==> src/rtl/lcdu_pkg.sv <==
package lcdu_pkg;

  typedef struct packed {
    logic [2:0] mode;
    logic       bgr;
    logic       be_byte;
    logic       be_pix;
    logic [1:0] mux16;
  } lcdu_cfg_t;

  typedef struct packed {
    logic        is_index;
    logic [7:0]  index;
    logic [23:0] rgb;
  } lcdu_pix_t;

  // log2 of bits per pixel for a depth code
  function automatic logic [2:0] bpp_lg(input logic [2:0] mode);
    logic [2:0] lg;
    case (mode)
      3'd0, 3'd1, 3'd2, 3'd3: lg = mode;
      3'd5:                   lg = 3'd5;
      default:                lg = 3'd4;
    endcase
    return lg;
  endfunction

  // index of the final pixel in a 32-bit word
  function automatic logic [4:0] last_slot(input logic [2:0] mode);
    logic [5:0] count;
    count = 6'd32 >> bpp_lg(mode);
    return 5'(count - 6'd1);
  endfunction

  // bring pixel idx of the word down to bit 0
  function automatic logic [31:0] pick_raw(input logic [31:0] w,
                                           input lcdu_cfg_t c,
                                           input logic [4:0] idx);
    logic [2:0]  lg;
    logic [31:0] src;
    logic [4:0]  off;
    lg  = bpp_lg(c.mode);
    src = c.be_byte ? {w[7:0], w[15:8], w[23:16], w[31:24]} : w;
    off = 5'(idx << lg);
    if (!c.be_byte && c.be_pix && lg < 3'd3)
      off = off ^ 5'(4'd8 - (4'd1 << lg));
    return src >> off;
  endfunction

  function automatic lcdu_pix_t decode_pixel(input logic [31:0] raw,
                                             input lcdu_cfg_t c,
                                             input logic ext);
    lcdu_pix_t  p;
    logic [7:0] r, g, b;
    logic [8:0] mask;
    logic       swap, f565, f5551;
    p = '0; r = '0; g = '0; b = '0;
    swap = c.bgr; f565 = 1'b0; f5551 = 1'b0;
    mask = (9'd1 << (4'd1 << c.mode[1:0])) - 9'd1;
    case (c.mode)
      3'd0, 3'd1, 3'd2, 3'd3: begin
        p.is_index = 1'b1;
        p.index    = raw[7:0] & mask[7:0];
      end
      3'd4: begin
        if (!ext && c.mux16 != 2'd1) begin
          f565 = 1'b1;
          if (c.mux16 == 2'd3) swap = 1'b1;
        end else begin
          f5551 = 1'b1;
        end
      end
      3'd5: begin
        r = raw[7:0]; g = raw[15:8]; b = raw[23:16];
      end
      3'd6: f565 = 1'b1;
      default: begin
        r = {raw[3:0], 4'h0}; g = {raw[7:4], 4'h0}; b = {raw[11:8], 4'h0};
      end
    endcase
    if (f565) begin
      r = {raw[4:0], 3'b000}; g = {raw[10:5], 2'b00}; b = {raw[15:11], 3'b000};
    end
    if (f5551) begin
      r = {raw[4:0], 3'b000}; g = {raw[9:5], 3'b000}; b = {raw[14:10], 3'b000};
    end
    p.rgb = swap ? {b, g, r} : {r, g, b};
    return p;
  endfunction

endpackage

==> src/rtl/lcdu_line_cfg.sv <==
module lcdu_line_cfg
  import lcdu_pkg::*;
(
  input  logic      clk,
  input  logic      rst_n,
  input  lcdu_cfg_t live_i,
  input  logic      load_i,
  input  logic      eol_i,
  output lcdu_cfg_t held_o,
  output logic      at_sol_o
);
  always_ff @(posedge clk or negedge rst_n) begin
    if (!rst_n) begin
      held_o   <= '0;
      at_sol_o <= 1'b1;
    end else if (load_i) begin
      if (at_sol_o) held_o <= live_i;
      at_sol_o <= eol_i;
    end
  end

  // layout frozen for words inside a line
  a_r11_midline_hold: assert property (@(posedge clk) disable iff (!rst_n)
    (!load_i || !at_sol_o) |=> held_o == $past(held_o));
endmodule

==> src/rtl/lcdu_word_seq.sv <==
module lcdu_word_seq (
  input  logic        clk,
  input  logic        rst_n,
  input  logic        in_valid_i,
  input  logic [31:0] in_word_i,
  input  logic        in_eol_i,
  input  logic        out_ready_i,
  input  logic [4:0]  last_idx_i,
  output logic        in_ready_o,
  output logic        load_o,
  output logic        busy_o,
  output logic [31:0] word_o,
  output logic        eol_o,
  output logic [4:0]  idx_o,
  output logic        last_pix_o
);
  logic fire;

  assign last_pix_o = (idx_o == last_idx_i);
  assign in_ready_o = !busy_o || (out_ready_i && last_pix_o);
  assign load_o     = in_valid_i && in_ready_o;
  assign fire       = busy_o && out_ready_i;

  always_ff @(posedge clk or negedge rst_n) begin
    if (!rst_n) begin
      busy_o <= 1'b0;
      word_o <= '0;
      eol_o  <= 1'b0;
      idx_o  <= '0;
    end else if (load_o) begin
      busy_o <= 1'b1;
      word_o <= in_word_i;
      eol_o  <= in_eol_i;
      idx_o  <= '0;
    end else if (fire) begin
      if (last_pix_o) busy_o <= 1'b0;
      else            idx_o  <= idx_o + 5'd1;
    end
  end

  // no new word while pixels of the current one remain
  a_r2_no_early_load: assert property (@(posedge clk) disable iff (!rst_n)
    busy_o && !last_pix_o |-> !in_ready_o);
  // a stalled pixel keeps its source
  a_r13_stall_hold: assert property (@(posedge clk) disable iff (!rst_n)
    busy_o && !out_ready_i |=> busy_o && $stable(idx_o) && $stable(word_o));
endmodule

==> src/rtl/lcdu_line_size.sv <==
module lcdu_line_size #(
  parameter int LINE_W = 12
) (
  input  logic [2:0]        mode_i,
  input  logic [LINE_W-1:0] px_i,
  output logic [LINE_W+1:0] bytes_o
);
  localparam int BW = LINE_W + 2;
  logic [BW-1:0] pxw;

  assign pxw = BW'(px_i);

  always_comb begin
    case (mode_i)
      3'd0:    bytes_o = pxw >> 3;
      3'd1:    bytes_o = pxw >> 2;
      3'd2:    bytes_o = pxw >> 1;
      3'd3:    bytes_o = pxw;
      3'd5:    bytes_o = pxw << 2;
      default: bytes_o = pxw << 1;
    endcase
  end

  // wide depths give whole multiples of the width
  always_comb begin
    if (mode_i == 3'd5)
      a_r10_quad_aligned: assert (bytes_o[1:0] == 2'b00);
  end
endmodule

==> src/rtl/lcd_pixel_unpacker.sv <==
module lcd_pixel_unpacker
  import lcdu_pkg::*;
#(
  parameter bit EXTENDED = 1'b0,
  parameter int LINE_W   = 12
) (
  input  logic              clk,
  input  logic              rst_n,
  input  logic [2:0]        mode_i,
  input  logic              bgr_i,
  input  logic              be_byte_i,
  input  logic              be_pix_i,
  input  logic [1:0]        mux16_i,
  input  logic [LINE_W-1:0] line_px_i,
  output logic [LINE_W+1:0] line_bytes_o,
  input  logic              in_valid_i,
  output logic              in_ready_o,
  input  logic [31:0]       in_word_i,
  input  logic              in_eol_i,
  output logic              out_valid_o,
  input  logic              out_ready_i,
  output logic              out_is_index_o,
  output logic [7:0]        out_index_o,
  output logic [23:0]       out_rgb_o,
  output logic              out_eol_o
);
  lcdu_cfg_t   live_cfg, held_cfg;
  lcdu_pix_t   pix;
  logic        load, busy, word_eol, last_pix, at_sol;
  logic [31:0] word_q;
  logic [4:0]  idx;

  assign live_cfg = '{mode: mode_i, bgr: bgr_i, be_byte: be_byte_i,
                      be_pix: be_pix_i, mux16: mux16_i};

  lcdu_line_cfg u_cfg (
    .clk(clk), .rst_n(rst_n), .live_i(live_cfg), .load_i(load),
    .eol_i(in_eol_i), .held_o(held_cfg), .at_sol_o(at_sol)
  );

  lcdu_word_seq u_seq (
    .clk(clk), .rst_n(rst_n), .in_valid_i(in_valid_i), .in_word_i(in_word_i),
    .in_eol_i(in_eol_i), .out_ready_i(out_ready_i),
    .last_idx_i(last_slot(held_cfg.mode)), .in_ready_o(in_ready_o),
    .load_o(load), .busy_o(busy), .word_o(word_q), .eol_o(word_eol),
    .idx_o(idx), .last_pix_o(last_pix)
  );

  lcdu_line_size #(.LINE_W(LINE_W)) u_size (
    .mode_i(mode_i), .px_i(line_px_i), .bytes_o(line_bytes_o)
  );

  assign pix            = decode_pixel(pick_raw(word_q, held_cfg, idx), held_cfg, EXTENDED);
  assign out_valid_o    = busy;
  assign out_is_index_o = pix.is_index;
  assign out_index_o    = pix.index;
  assign out_rgb_o      = pix.rgb;
  assign out_eol_o      = busy && word_eol && last_pix;

  // idle after reset
  a_r1_reset_idle: assert property (@(posedge clk)
    !rst_n |=> !out_valid_o && in_ready_o);
  // end of line only on a valid final pixel
  a_r12_eol_final: assert property (@(posedge clk) disable iff (!rst_n)
    out_eol_o && out_ready_i |-> out_valid_o && in_ready_o);
  // index pixels carry no colour
  a_r3_index_no_rgb: assert property (@(posedge clk) disable iff (!rst_n)
    out_valid_o && out_is_index_o |-> out_rgb_o == 24'h0);
endmodule

==> config.mk <==
export PLATFORM = sky130hd
export DESIGN_NAME = lcd_pixel_unpacker
export DESIGN_NICKNAME = d
export VERILOG_FILES = /design/src/rtl/lcdu_pkg.sv /design/src/rtl/lcdu_line_cfg.sv /design/src/rtl/lcdu_word_seq.sv /design/src/rtl/lcdu_line_size.sv /design/src/rtl/lcd_pixel_unpacker.sv
export SDC_FILE = /design/constraint.sdc
export NUM_CORES = 1
export LEC_CHECK = 0
export BUFFER_PORTS_ARGS = -buffer_cell sky130_fd_sc_hd__buf_4
export CORE_MARGIN = 1
export CORE_UTILIZATION = 51
export DETAILED_ROUTE_END_ITERATION = 7
export HOLD_SLACK_MARGIN = 0.03
export PLACE_DENSITY = 0.74
export SLEW_MARGIN = 20
export SYNTH_ARGS = -nofsm -noshare
export SYNTH_HDL_FRONTEND = slang
export SYNTH_SLANG_ARGS = --single-unit
==> constraint.sdc <==
create_clock -name clk -period 10 [get_ports clk]
set_input_delay 1 -clock clk [delete_from_list [all_inputs] [get_ports clk]]
set_output_delay 1 -clock clk [all_outputs]
set_load 0.02 [all_outputs]
# ---- Yosys cells after proc, flatten, opt, wreduce, memory -nomap -nowiden
# Cells that the tools add are included.
dict set report word_totals {
  register_bits 48
  wordCells 84
  in_bits 57
  output_inout_bits 50
}
dict set report op_classes {
  magnitude_cmp 1
  addsub 4
  muxes 28
  n_eq_ne 14
  n_bitwise 2
  n_reduce_logical 19
  n_shift 6
}
# op n
set ops {}
lappend ops {{14-bit case mux with 5 select lines} 1}
lappend ops {{8-bit 2-to-1 mux} 6}
lappend ops {{8-bit case mux with 2 select lines} 3}
lappend ops {{32-bit 2-to-1 mux} 1}
lappend ops {{32-bit by 5-bit >> shifter with 24-bit output} 1}
lappend ops {{24-bit 2-to-1 mux} 1}
lappend ops {{5-bit 2-to-1 mux} 4}
lappend ops {{3-bit by 2-bit == test with 1-bit output, second input constant} 4}
lappend ops {{3-bit == test, second input constant} 4}
lappend ops {{1-bit 2-to-1 mux} 9}
lappend ops {{9-bit 2-to-1 mux} 1}
lappend ops {{8-bit bitwise AND} 1}
lappend ops {{1-bit by 4-bit << shifter with 8-bit output, first input constant} 1}
lappend ops {{8-bit by 1-bit subtractor with 8-bit output, second input constant} 1}
lappend ops {{1-bit logical AND} 7}
lappend ops {{3-bit by 1-bit == test with 1-bit output, second input constant} 2}
lappend ops {{3-bit logical NOT} 2}
lappend ops {{3-bit case mux with 2 select lines} 1}
lappend ops {{2-bit AND reduction} 3}
lappend ops {{6-bit OR reduction} 1}
lappend ops {{6-bit by 3-bit >> shifter with 5-bit output, first input constant} 1}
lappend ops {{5-bit by 1-bit adder with 5-bit output, second input constant} 1}
lappend ops {{5-bit == test} 1}
lappend ops {{1-bit by 3-bit << shifter with 5-bit output, first input constant} 1}
lappend ops {{14 further kinds} 16}

# ---- Depth between registers and ports, before layout
# Gate-level depths: netlist of run 1.
dict set report logic_depth {
  word_depth 12
  ltp_mapped 18
  depth_no_buf 13
}

# ---- Cells and area by module
# A second synthesis of run 1 with hierarchy kept.
dict set report hier_totals {
  cells_unflattened 701
  area_unflattened_um2 6015.8
}
# module n_inst seq_area_each_um2 cells_each area_per_inst_um2
set by_module_without_submodules {}
lappend by_module_without_submodules {lcd_pixel_unpacker 1 0.0 460 3300.7}
lappend by_module_without_submodules {lcdu_word_seq 1 975.9 114 1657.8}
lappend by_module_without_submodules {lcdu_line_size 1 0.0 108 723.2}
lappend by_module_without_submodules {lcdu_line_cfg 1 226.5 19 334.1}

# ---- Worst setup path before layout of run 1
# OpenSTA, ideal clock, no wires.
dict set report synth_path {
  path_type {reg2out}
  from {register u_cfg.held_o[6] (netlist bit)}
  to {output port out_index_o[1]}
  path_stages_with_launch 15
  arrival_ns 3.811
  slack_ns 5.189
  path_buffers 3
  t_required_ns 9.000
  cell_sequence {dfrtp_1 buf_6 nand2b_1 buf_2 nor2_1 inv_1 ha_1 nand3b_1 xnor2_1 a22oi_4 buf_2 o211ai_1 o211ai_1 mux2i_1 a2111oi_0}
}
dict set report synth_between {
  elab_chain_len 10
  elab_cells_between_ends 20
  classes_between {add/sub: 2; order compare: 1; eq/ne: 4; shift: 5; mux: 3; bitwise: 2; reduce/logical: 3}
}
# item line
set synth_rtl {}
lappend synth_rtl {{start, declared} lcdu_line_cfg.sv:9} ;# output lcdu_cfg_t held_o,
lappend synth_rtl {{start signal, assigned} lcdu_line_cfg.sv:17} ;# if (at_sol_o) held_o <= live_i;
lappend synth_rtl {{3-bit by 1-bit == test with 1-bit output, or another cell as far along} {lcdu_pkg.sv:20, lcdu_pkg.sv:60}}
lappend synth_rtl {{4-bit OR reduction} {lcdu_pkg.sv:20, lcdu_pkg.sv:60}}
lappend synth_rtl {{3-bit case mux with 2 select lines} lcdu_pkg.sv:20} ;# case (mode)
lappend synth_rtl {{1-bit by 3-bit << shifter with 5-bit output} lcdu_pkg.sv:46} ;# off = off ^ 5'(4'd8 - (4'd1 << lg));
lappend synth_rtl {{4-bit by 5-bit subtractor with 5-bit output} lcdu_pkg.sv:46}
lappend synth_rtl {{5-bit bitwise XOR} lcdu_pkg.sv:46}
lappend synth_rtl {{5-bit 2-to-1 mux} lcdu_pkg.sv:45} ;# if (!c.be_byte && c.be_pix && lg < 3'd3)
lappend synth_rtl {{32-bit by 5-bit >> shifter with 24-bit output} lcdu_pkg.sv:47} ;# return src >> off;
lappend synth_rtl {{8-bit bitwise AND} lcdu_pkg.sv:63} ;# p.index = raw[7:0] & mask[7:0];
lappend synth_rtl {{9-bit 2-to-1 mux (*)} lcdu_pkg.sv:60} ;# case (c.mode)
lappend synth_rtl {{end, declared} lcd_pixel_unpacker.sv:23} ;# output logic [7:0] out_index_o,
# Every way passes the cells marked *; elsewhere a longest branch is shown, timed or not.

# ---- Worst setup path in the final report of run 1
dict set report layout_path {
  from {register u_cfg.held_o[6] (netlist bit)}
  to {output port out_rgb_o[23]}
}
dict set report layout_between {
  elab_chain_len 12
  elab_cells_between_ends 28
  classes_between {add/sub: 1; order compare: 1; eq/ne: 6; shift: 3; mux: 12; bitwise: 1; reduce/logical: 4}
}
# item line
set layout_rtl {}
lappend layout_rtl {{3-bit by 1-bit == test with 1-bit output, or another cell as far along} {lcdu_pkg.sv:20, lcdu_pkg.sv:60}}
lappend layout_rtl {{4-bit OR reduction} lcdu_pkg.sv:20}
lappend layout_rtl {{3-bit case mux with 2 select lines} lcdu_pkg.sv:20}
lappend layout_rtl {{1-bit by 3-bit << shifter with 5-bit output} lcdu_pkg.sv:46}
lappend layout_rtl {{4-bit by 5-bit subtractor with 5-bit output} lcdu_pkg.sv:46}
lappend layout_rtl {{5-bit bitwise XOR} lcdu_pkg.sv:46}
lappend layout_rtl {{5-bit 2-to-1 mux} lcdu_pkg.sv:45}
lappend layout_rtl {{32-bit by 5-bit >> shifter with 24-bit output} lcdu_pkg.sv:47}
lappend layout_rtl {{8-bit case mux with 2 select lines} lcdu_pkg.sv:60}
lappend layout_rtl {{8-bit 2-to-1 mux} lcdu_pkg.sv:81} ;# if (f565) begin
lappend layout_rtl {{8-bit 2-to-1 mux} lcdu_pkg.sv:84} ;# if (f5551) begin
lappend layout_rtl {{24-bit 2-to-1 mux (*)} lcdu_pkg.sv:87} ;# p.rgb = swap ? {b, g, r} : {r, g, b};
lappend layout_rtl {{end, declared} lcd_pixel_unpacker.sv:24} ;# output logic [23:0] out_rgb_o,
# Marks and branches as above.

==> results of run 1 <==
critical path, cell delays in order, from the launching register on:
cell and delay (ns):
dfrtp_1 0.74, nor3_4 0.65, inv_2 0.28, ha_1 0.35
nand3b_1 0.12, xnor2_1 0.20, a22oi_4 0.91, mux4_2 0.61
a21oi_1 0.30, a2bb2oi_1 0.13, o2111ai_1 0.31, mux2i_1 0.12
buf_4 0.18
layout make-up:
| type | count | area (sq um) | share of cell area [%] |
|---|---|---|---|
| repair buffers | 112 | 840.8 | 12.72 |
| multi-input cells | 530 | 4212 | 63.69 |
| clock inverters | 3 | 68.82 | 1.041 |
| inverters | 12 | 45.04 | 0.6812 |
| well taps | 140 | 175.2 | 2.649 |
| clock buffers | 5 | 68.82 | 1.041 |
| flip-flops and latches | 48 | 1202 | 18.18 |
cells in the mapped netlist, drive strengths merged, types with 3 or more instances:
cell type  instances
nand2             77
nor2              55
mux2              51
dfrtp             47
mux2i             35
mux4              33
buf               32
o21ai             32
a21oi             27
a211oi            24
nand2b            22
clkbuf            21
a22oi             19
a31oi             15
nand3             15
or2               13
inv               12
xnor2             10
nor2b              9
o211ai             9
nor3               8
a22o               7
o31ai              7
o2111ai            5
a2bb2oi            4
and3               4
ha                 4
o221ai             4
a21o               3
o21a               3
o22ai              3
xor2               3
registers in the layout, indices dropped and copies added (netlist names):
| register | flops |
|---|---|
| u_seq.word_o | 32 |
| u_cfg.held_o | 8 |
| u_seq.idx_o | 5 |
| u_cfg.at_sol_o | 1 |
| u_seq.busy_o | 1 |
| u_seq.eol_o | 1 |
kinds of logic (layout without fill, tap and decap cells):
group                    count (synthesis)  count (layout)  synth area share (%)
AO/OA/AOI/OAI                          179             179                 22.06
XOR/XNOR                                13              13                 2.439
adder cells (fa/ha/maj)                  4               4                0.8711
buffers and inverters                   65             132                 5.815
flip-flops                              48              48                 20.93
multiplexers                           119             119                 29.77
AND/OR/NAND/NOR                        215             215                 18.12
stage by stage:
stage | area, sq um | cells | power, uW
6_report | 6613 | 850 | 1386
5_1_grt | 6613 | 850 | 1466
4_1_cts | 6613 | 850 | 1370
3_5_place_dp | 6475 | 842 | 1193
3_3_place_gp | 6475 | 842 | 1183
2_1_floorplan | 5746 | 643 | 969.8
routing by layer:
layer,global-route usage (%),vias to the layer above,share of wire [%]
li1,-,2571,-
met4,12.72,0,3.5
met1,42.48,2705,43
met2,49.23,263,46
met3,7.535,45,7.5
met5,0,-,0
worst paths after layout:
| check | end | slack, ns | cells past startpoint |
|---|---|---|---|
| max | out_rgb_o[23] | 3.76 | 12 |
| min | u_cfg.held_o[0] | 0.52 | 1 |
| max reg2reg | u_seq.word_o[9] | 5.11 | 12 |
| min reg2reg | u_cfg.held_o[0] | 0.52 | 1 |
| max in group asynchronous | u_cfg.held_o[4] | 8.90 | 1 |
| min in group asynchronous | u_seq.word_o[7] | 0.67 | 1 |
power breakdown:
| group | switching, uW | internal [uW] | leakage, uW |
|---|---|---|---|
| clock | 74.0 | 101 | 0.0000687 |
| sequential | 80.6 | 255 | 0.000645 |
| combinational | 510 | 367 | 0.00212 |
==> impl_metrics.json, run 1 <==
{
  "ctsResizeCount": 0,
  "ys.flop_type": "dfrtp_1",
  "rsz0062_at_grt": "no",
  "syn_area_per_cell_sq_um": 8.935,
  "yosysWarnings": 0,
  "cp-end-kind": "output pin",
  "hold_ws_ns": 0.5175,
  "diodes": 0,
  "synth-edff-count": 0,
  "ys_seq_area_share_pct": 20.93,
  "yosysUniqueCellTypes": 80,
  "synthArstFlopShare_pct": 100.0,
  "die_width_um": 108.1,
  "core_sq_mm": 0.01089,
  "drcViolationCount": 0,
  "antenna_found_initial": 0,
  "p_per_area_mw_per_mm2": 209.6,
  "worstPathArrival_ns": 5.24,
  "crit_fanout": 35,
  "yosysTopAreaCellShare_pct": 20.47,
  "utilization_pct": 60.73,
  "drive_gt1_share_pct": 32.96,
  "max-vdd-ir-drop_mv": 0.1427,
  "grt_usage_pct": 31.72,
  "grt_pass1_vias": 5353,
  "nNetsFinal": 770,
  "synth_top_area_cell": "dfrtp_1",
  "fill_cells": 956,
  "portBuffers": 106,
  "htree_levels": 2,
  "min_period_over_period_pct": 62.41,
  "min_from": "u_cfg.held_o[0]",
  "vias": 5584,
  "gp_congestion": 0.9439,
  "slew_violations": 0,
  "hpwl_mm": 13.69,
  "max_slew_margin_pct": 29.02,
  "finalCriticalPeriod_ns": 6.241,
  "leakagePower_uw": 0.002832,
  "yosys_register_bits": 48,
  "finClkSkew_ns": 0.02275,
  "cap_viol_max_count": 0,
  "grt_pass1_wl_mm": 28.32,
  "tns_ns": 0,
  "syn-num-nets": 704,
  "hold_viol": 0,
  "start_kind": "flip-flop",
  "clk_latency_ns": 0.34,
  "cts.sinks": 48,
  "cp_data_required_time_ns": 9.00,
  "cts-root-buf": "clkbuf_8",
  "fin_ws_ns": 3.759,
  "std_cell_rows": 38,
  "syn-cell-area_sq_mm": 0.005746,
  "die_y_um": 108.1,
  "syn_to_final_growth_pct": 15.09,
  "die_area_sq_mm": 0.01169,
  "max_freq_mhz": 160.2,
  "crit_start": "u_cfg.held_o[6]",
  "vias_per_cell": 6.569,
  "setup_viol": 0,
  "layout_common_cells": "buf_4 (112), nand2_1 (76), nor2_1 (53)",
  "wl_mm": 17.86,
  "grt_max_degree": 54,
  "dp_slack_ns": 4.133,
  "hp-class": "reg -> reg",
  "reg2reg_from": "u_cfg.held_o[6]",
  "clk_path_buf_depth": 2,
  "cts_setup_buffers": 0,
  "path_clk_slew_ns": 0.08,
  "start_util_pct": 52.77,
  "firstDrtPassIters": 5,
  "overflow": 0,
  "path_class": "reg -> out",
  "synthTopCellsByArea": "dfrtp_1 (20%), mux4_2 (11%), mux2_2 (9.6%)",
  "cts_tree": "yes",
  "post_drt_wl_per_cell_um": 21.01,
  "worst_pin_slew_ns": 1.065,
  "cts-hold-fix-buffers": 0,
  "first_iter_violations": 377,
  "boundaryPins": 107,
  "final_common_cell": "buf_4",
  "postSynthCellCount": 643,
  "outcome": "finished, final reports clean",
  "postRouteAntennaNets": 0,
  "cts_buffers": 5
}
(Power assumes the default switching activity.)
==> run 2, diff against run 1 <==
Clock period 10 ns to 6.3 ns, I/O delays scaled along.
==> run 2 against run 1 <==
  * Clock power grew 58%
  * Highest routed layer unchanged
  * Wire length up 1.6%
  * Non-clock buffer count grew 6
  * Via count is 0.56% higher
  * Critical path type unchanged
  * Register-to-register slack worse by 3.6 ns
  * Sequential share of layout area down 0.12 points
  * Worst setup slack worse by 2.9 ns
==> impl_metrics.json, run 2 (synthesis gave the netlist of run 1 again) <==
{
  "crit_fanout": 15,
  "reg2reg_from": "u_cfg.held_o[7]",
  "die_width_um": 108.1,
  "largest_register": "u_seq.word_o",
  "first_iter_violations": 526,
  "hold_viol": 0,
  "path_cells": "nor3_4 > inv_2 > ha_1 > and3b_1 > o21ai_1 > xnor2_1 > or2_0 > buf_4 > mux2i_1 > mux2i_1 > a2bb2oi_2 > and4_1 > o32a_1 > buf_4",
  "wl_mm": 18.15,
  "largest_reg_flops": 32,
  "cap_viol_max_count": 0,
  "outcome": "finished, final reports clean",
  "cts.sinks": 48,
  "cts_buffers": 5,
  "reg2reg_depth": 13,
  "path_class": "reg -> out",
  "leakagePower_uw": 0.002862,
  "htree_levels": 2,
  "portBuffers": 106,
  "cts-hold-fix-buffers": 0,
  "rr_endpoint": "u_seq.word_o[26]",
  "worstPathArrival_ns": 4.80,
  "max-vdd-ir-drop_mv": 0.1887,
  "top_regs": "u_seq.word_o (32), u_cfg.held_o (8), u_seq.idx_o (5)",
  "hpwl_mm": 14.13,
  "grt_usage_pct": 32.40,
  "path_clk_slew_ns": 0.10,
  "crit_end": "out_rgb_o[22]",
  "p_per_area_mw_per_mm2": 333.5,
  "ctsResizeCount": 0,
  "hold_ws_ns": 0.3055,
  "final_common_cell": "buf_4",
  "core_sq_mm": 0.01089,
  "start_kind": "flip-flop",
  "syn_to_final_growth_pct": 15.88,
  "max_slew_margin_pct": 35.72,
  "die_y_um": 108.1,
  "cp_data_required_time_ns": 5.67,
  "cp-end-kind": "output pin",
  "rsz0062_at_grt": "no",
  "crit_path_top_delay_cell": "nor3_4",
  "post_drt_wl_per_cell_um": 21.20,
  "min_period_over_period_pct": 86.20,
  "drcViolationCount": 0,
  "cts_tree": "yes",
  "tns_ns": 0,
  "diodes": 0,
  "start_util_pct": 52.77,
  "overflow": 0,
  "std_cell_rows": 38,
  "grt_pass1_vias": 5392,
  "vias": 5615,
  "firstDrtPassIters": 5,
  "max_freq_mhz": 184.1,
  "nNetsFinal": 776,
  "clk_latency_ns": 0.32,
  "ff2ff_setup_slack_ns": 1.56,
  "worst_pin_slew_ns": 0.9611,
  "drive_gt1_share_pct": 33.52,
  "clk_path_buf_depth": 2,
  "crit_start": "u_cfg.held_o[6]",
  "antenna_found_initial": 0,
  "postRouteAntennaNets": 0,
  "cts-root-buf": "clkbuf_8",
  "fill_cells": 957,
  "grt_pass1_wl_mm": 29.39,
  "finalCriticalPeriod_ns": 5.430,
  "cts_setup_buffers": 0,
  "place_area_sq_mm": 0.006520,
  "hp-class": "in -> async",
  "gp_congestion": 0.9850,
  "finClkSkew_ns": 0.01360,
  "setup_viol": 0,
  "vias_per_cell": 6.560,
  "layout_common_cells": "buf_4 (118), nand2_1 (76), nor2_1 (53)",
  "die_area_sq_mm": 0.01169,
  "slew_violations": 0,
  "max_stage_delay_ns": 0.58,
  "boundaryPins": 107,
  "grt_max_degree": 54,
  "design_area_sq_mm": 0.006658
}
-- run 2: cell types whose count changed in the layout (fill, tap and decap cells not counted) --
cell   delta
buf_4     +6
-- run 2: final cells by class --
| cell class | count | area (sq um) | area share [%] |
|---|---|---|---|
| clock inverter | 3 | 68.82 | 1.034 |
| timing repair buffer | 118 | 885.9 | 13.31 |
| inverter | 12 | 45.04 | 0.6766 |
| tap | 140 | 175.2 | 2.631 |
| clock buffer | 5 | 68.82 | 1.034 |
| multi-input combinational | 530 | 4212 | 63.26 |
| sequential | 48 | 1202 | 18.06 |
-- run 2: stage by stage --
step / setup WS (ns) / instances / utilization (%) / total power (uW)
after detailed placement: 1.323 / 848 / 59.88 / 1912
after CTS: 0.9601 / 856 / 61.15 / 2192
after global placement: 1.515 / 848 / 59.88 / 1893
after floorplan: 1.859 / 643 / - / 1539
final: 0.8695 / 856 / 61.15 / 2220
after global routing: 0.6149 / 856 / 61.15 / 2349
-- run 2: worst min path at each step --
stage / startpoint / end / slack (ns) / cells past startpoint
finish: rst_n / u_seq.word_o[8] / 0.31 / 1
detailed placement: u_cfg.held_o[0] / u_cfg.held_o[0] / 0.50 / 1
CTS: rst_n / u_seq.word_o[8] / 0.33 / 1
global route: rst_n / u_seq.word_o[8] / 0.36 / 1
floorplan: rst_n / u_cfg.held_o[0] / 0.33 / 0
global placement: u_cfg.held_o[0] / u_cfg.held_o[0] / 0.49 / 1
-- run 2: critical path: cells and delay by family, from the launching register on --
kind | cells | cell delay [ns]
muxes | 2 | 0.46
and+or+nand+nor | 4 | 1.52
buffers and inverters | 3 | 0.80
AOI/OAI and AO/OA | 3 | 0.69
adders and majority gates | 1 | 0.29
DFF | 1 | 0.51
xor gates and xnor gates | 1 | 0.20
-- run 2: metal layers --
layer  up-vias  routed length, um  share of wire [%]  GRT usage [%]
li1       2585                  -                  -              -
met1      2706               7869                 43          45.50
met2       286               8408                 46          51.55
met3        38               1360                7.5          4.039
met4         0                508                2.8          10.86
met5         -                  0                  0              0
-- run 2: report_power, final --
| group | leakage [uW] | internal (uW) | total [uW] | switching (uW) |
|---|---|---|---|---|
| clock | 0.0000687 | 160 | 277 | 117 |
| combinational | 0.00215 | 599 | 1410 | 813 |
| sequential | 0.000645 | 404 | 531 | 127 |
| total | 0.00286 | 1160 | 2220 | 1060 |
==> run 3, diff against run 2 <==
Clock period 6.3 ns to 5 ns, I/O delays scaled along.
==> run 3 against run 2 <==
  * Cell count grew 0.47%
  * Sequential power up 27%
  * Flip-flop and latch count is the same
  * Total power grew 27%
  * First-iteration DRC count decreased by 1.5%
  * Global-route usage is 0.79 points lower
  * Register-to-register slack got worse by 0.58 ns
  * Sequential share of layout area fell by 0.11 points
  * Cell area rose by 0.64%
==> impl_metrics.json, run 3 (synthesis gave the netlist of run 1 again) <==
{
  "final_common_cell": "buf_4",
  "core_sq_mm": 0.01089,
  "grt_pass1_vias": 5366,
  "min_period_over_period_pct": 92.45,
  "setup_viol": 0,
  "post_drt_wl_per_cell_um": 20.76,
  "grt_usage_pct": 31.60,
  "path_clk_slew_ns": 0.10,
  "die_width_um": 108.1,
  "clk_path_buf_depth": 2,
  "first_iter_violations": 518,
  "crit_fanout": 25,
  "gp_congestion": 1.023,
  "portBuffers": 106,
  "largest_reg_flops": 32,
  "finClkSkew_ns": 0.01385,
  "cts-hold-fix-buffers": 0,
  "cp-end-kind": "output pin",
  "cts_setup_buffers": 0,
  "ff2ff_setup_slack_ns": 0.98,
  "register_area_sq_mm": 0.001202,
  "antenna_found_initial": 0,
  "diodes": 0,
  "largest_register": "u_seq.word_o",
  "cap_viol_max_count": 0,
  "cp_data_required_time_ns": 4.50,
  "grt_max_degree": 55,
  "cts-root-buf": "clkbuf_8",
  "crit_start": "u_cfg.held_o[6]",
  "drive_gt1_share_pct": 33.89,
  "fill_cells": 956,
  "clk_latency_ns": 0.32,
  "ctsResizeCount": 0,
  "leakagePower_uw": 0.002886,
  "nNetsFinal": 780,
  "max_freq_mhz": 216.3,
  "die_y_um": 108.1,
  "vias_per_cell": 6.601,
  "overflow": 0,
  "max-vdd-ir-drop_mv": 0.2407,
  "htree_levels": 2,
  "start_util_pct": 52.77,
  "worstPathArrival_ns": 4.12,
  "reg2reg_from": "u_cfg.held_o[7]",
  "place_area_sq_mm": 0.006563,
  "cts.sinks": 48,
  "outcome": "finished, final reports clean",
  "die_area_sq_mm": 0.01169,
  "syn_to_final_growth_pct": 16.62,
  "p_per_area_mw_per_mm2": 420.0,
  "top_regs": "u_seq.word_o (32), u_cfg.held_o (8), u_seq.idx_o (5)",
  "cts_buffers": 5,
  "hp-class": "in -> async",
  "worst_pin_slew_ns": 0.8219,
  "boundaryPins": 107,
  "wl_mm": 17.85,
  "cts_tree": "yes",
  "std_cell_rows": 38,
  "postRouteAntennaNets": 0,
  "drcViolationCount": 0,
  "multi_input_area_sq_mm": 0.004212,
  "slew_violations": 0,
  "hold_ws_ns": 0.1911,
  "tns_ns": 0,
  "path_class": "reg -> out",
  "start_kind": "flip-flop",
  "hold_viol": 0,
  "max_slew_margin_pct": 45.09,
  "finalCriticalPeriod_ns": 4.623,
  "rsz0062_at_grt": "no",
  "utilization_pct": 61.54,
  "firstDrtPassIters": 5,
  "design_area_sq_mm": 0.006700,
  "vias": 5677,
  "grt_pass1_wl_mm": 28.53,
  "hpwl_mm": 13.63,
  "layout_common_cells": "buf_4 (121), nand2_1 (76), nor2_1 (53)"
}
-- run 3: power by group --
group / leakage (uW) / switching (uW) / internal (uW)
clock: 0.0000687 / 142 / 201
combinational: 0.00217 / 1030 / 767
sequential: 0.000645 / 166 / 509
total: 0.00289 / 1340 / 1480
-- run 3: stage by stage --
stage	instances	setup WS, ns	power (uW)
final	860	0.3775	2814
after global placement	852	0.9250	2399
after floorplan	643	0.6894	1940
after CTS	860	0.4256	2773
after detailed placement	852	0.7821	2425
after global routing	860	0.1401	2964
-- run 3: final cells by class --
class / count / area share (%)
clock buffer: 5 / 1.027
clock inverter: 3 / 1.027
inverter: 12 / 0.6723
multi-input combinational: 530 / 62.86
sequential: 48 / 17.95
tap: 140 / 2.614
timing repair buffer: 122 / 13.86
-- run 3: metal layers --
metal | track usage, % | up-vias | share of wire (%) | wire (um)
met3 | 4.159 | 45 | 6.8 | 1214
met5 | 0 | - | 0 | 0
met1 | 45.56 | 2754 | 44 | 7787
met4 | 12.52 | 0 | 3.4 | 615
li1 | - | 2591 | - | -
met2 | 47.91 | 287 | 46 | 8232
-- run 3: path summary, 6_finish.rpt --
kind | to | depth (start not counted)
worst min register to register | u_seq.eol_o | 1
worst max-delay path | out_rgb_o[14] | 15
worst min-delay path | u_seq.word_o[8] | 1
max in group asynchronous | u_cfg.held_o[1] | 1
worst max register to register | u_cfg.held_o[6] | 14
min in group clk | u_seq.busy_o | 2
-- run 3: worst max-delay path: stages, from the launching register on --
cell	delay, ns
dfrtp_1	0.44
nand2b_1	0.18
nor2_1	0.27
inv_1	0.12
ha_1	0.24
and3b_1	0.19
o21ai_1	0.17
xnor2_1	0.20
or2_0	0.15
buf_4	0.32
mux4_2	0.57
mux2i_1	0.25
nor2_1	0.09
a21oi_1	0.22
o221ai_1	0.19
buf_4	0.21
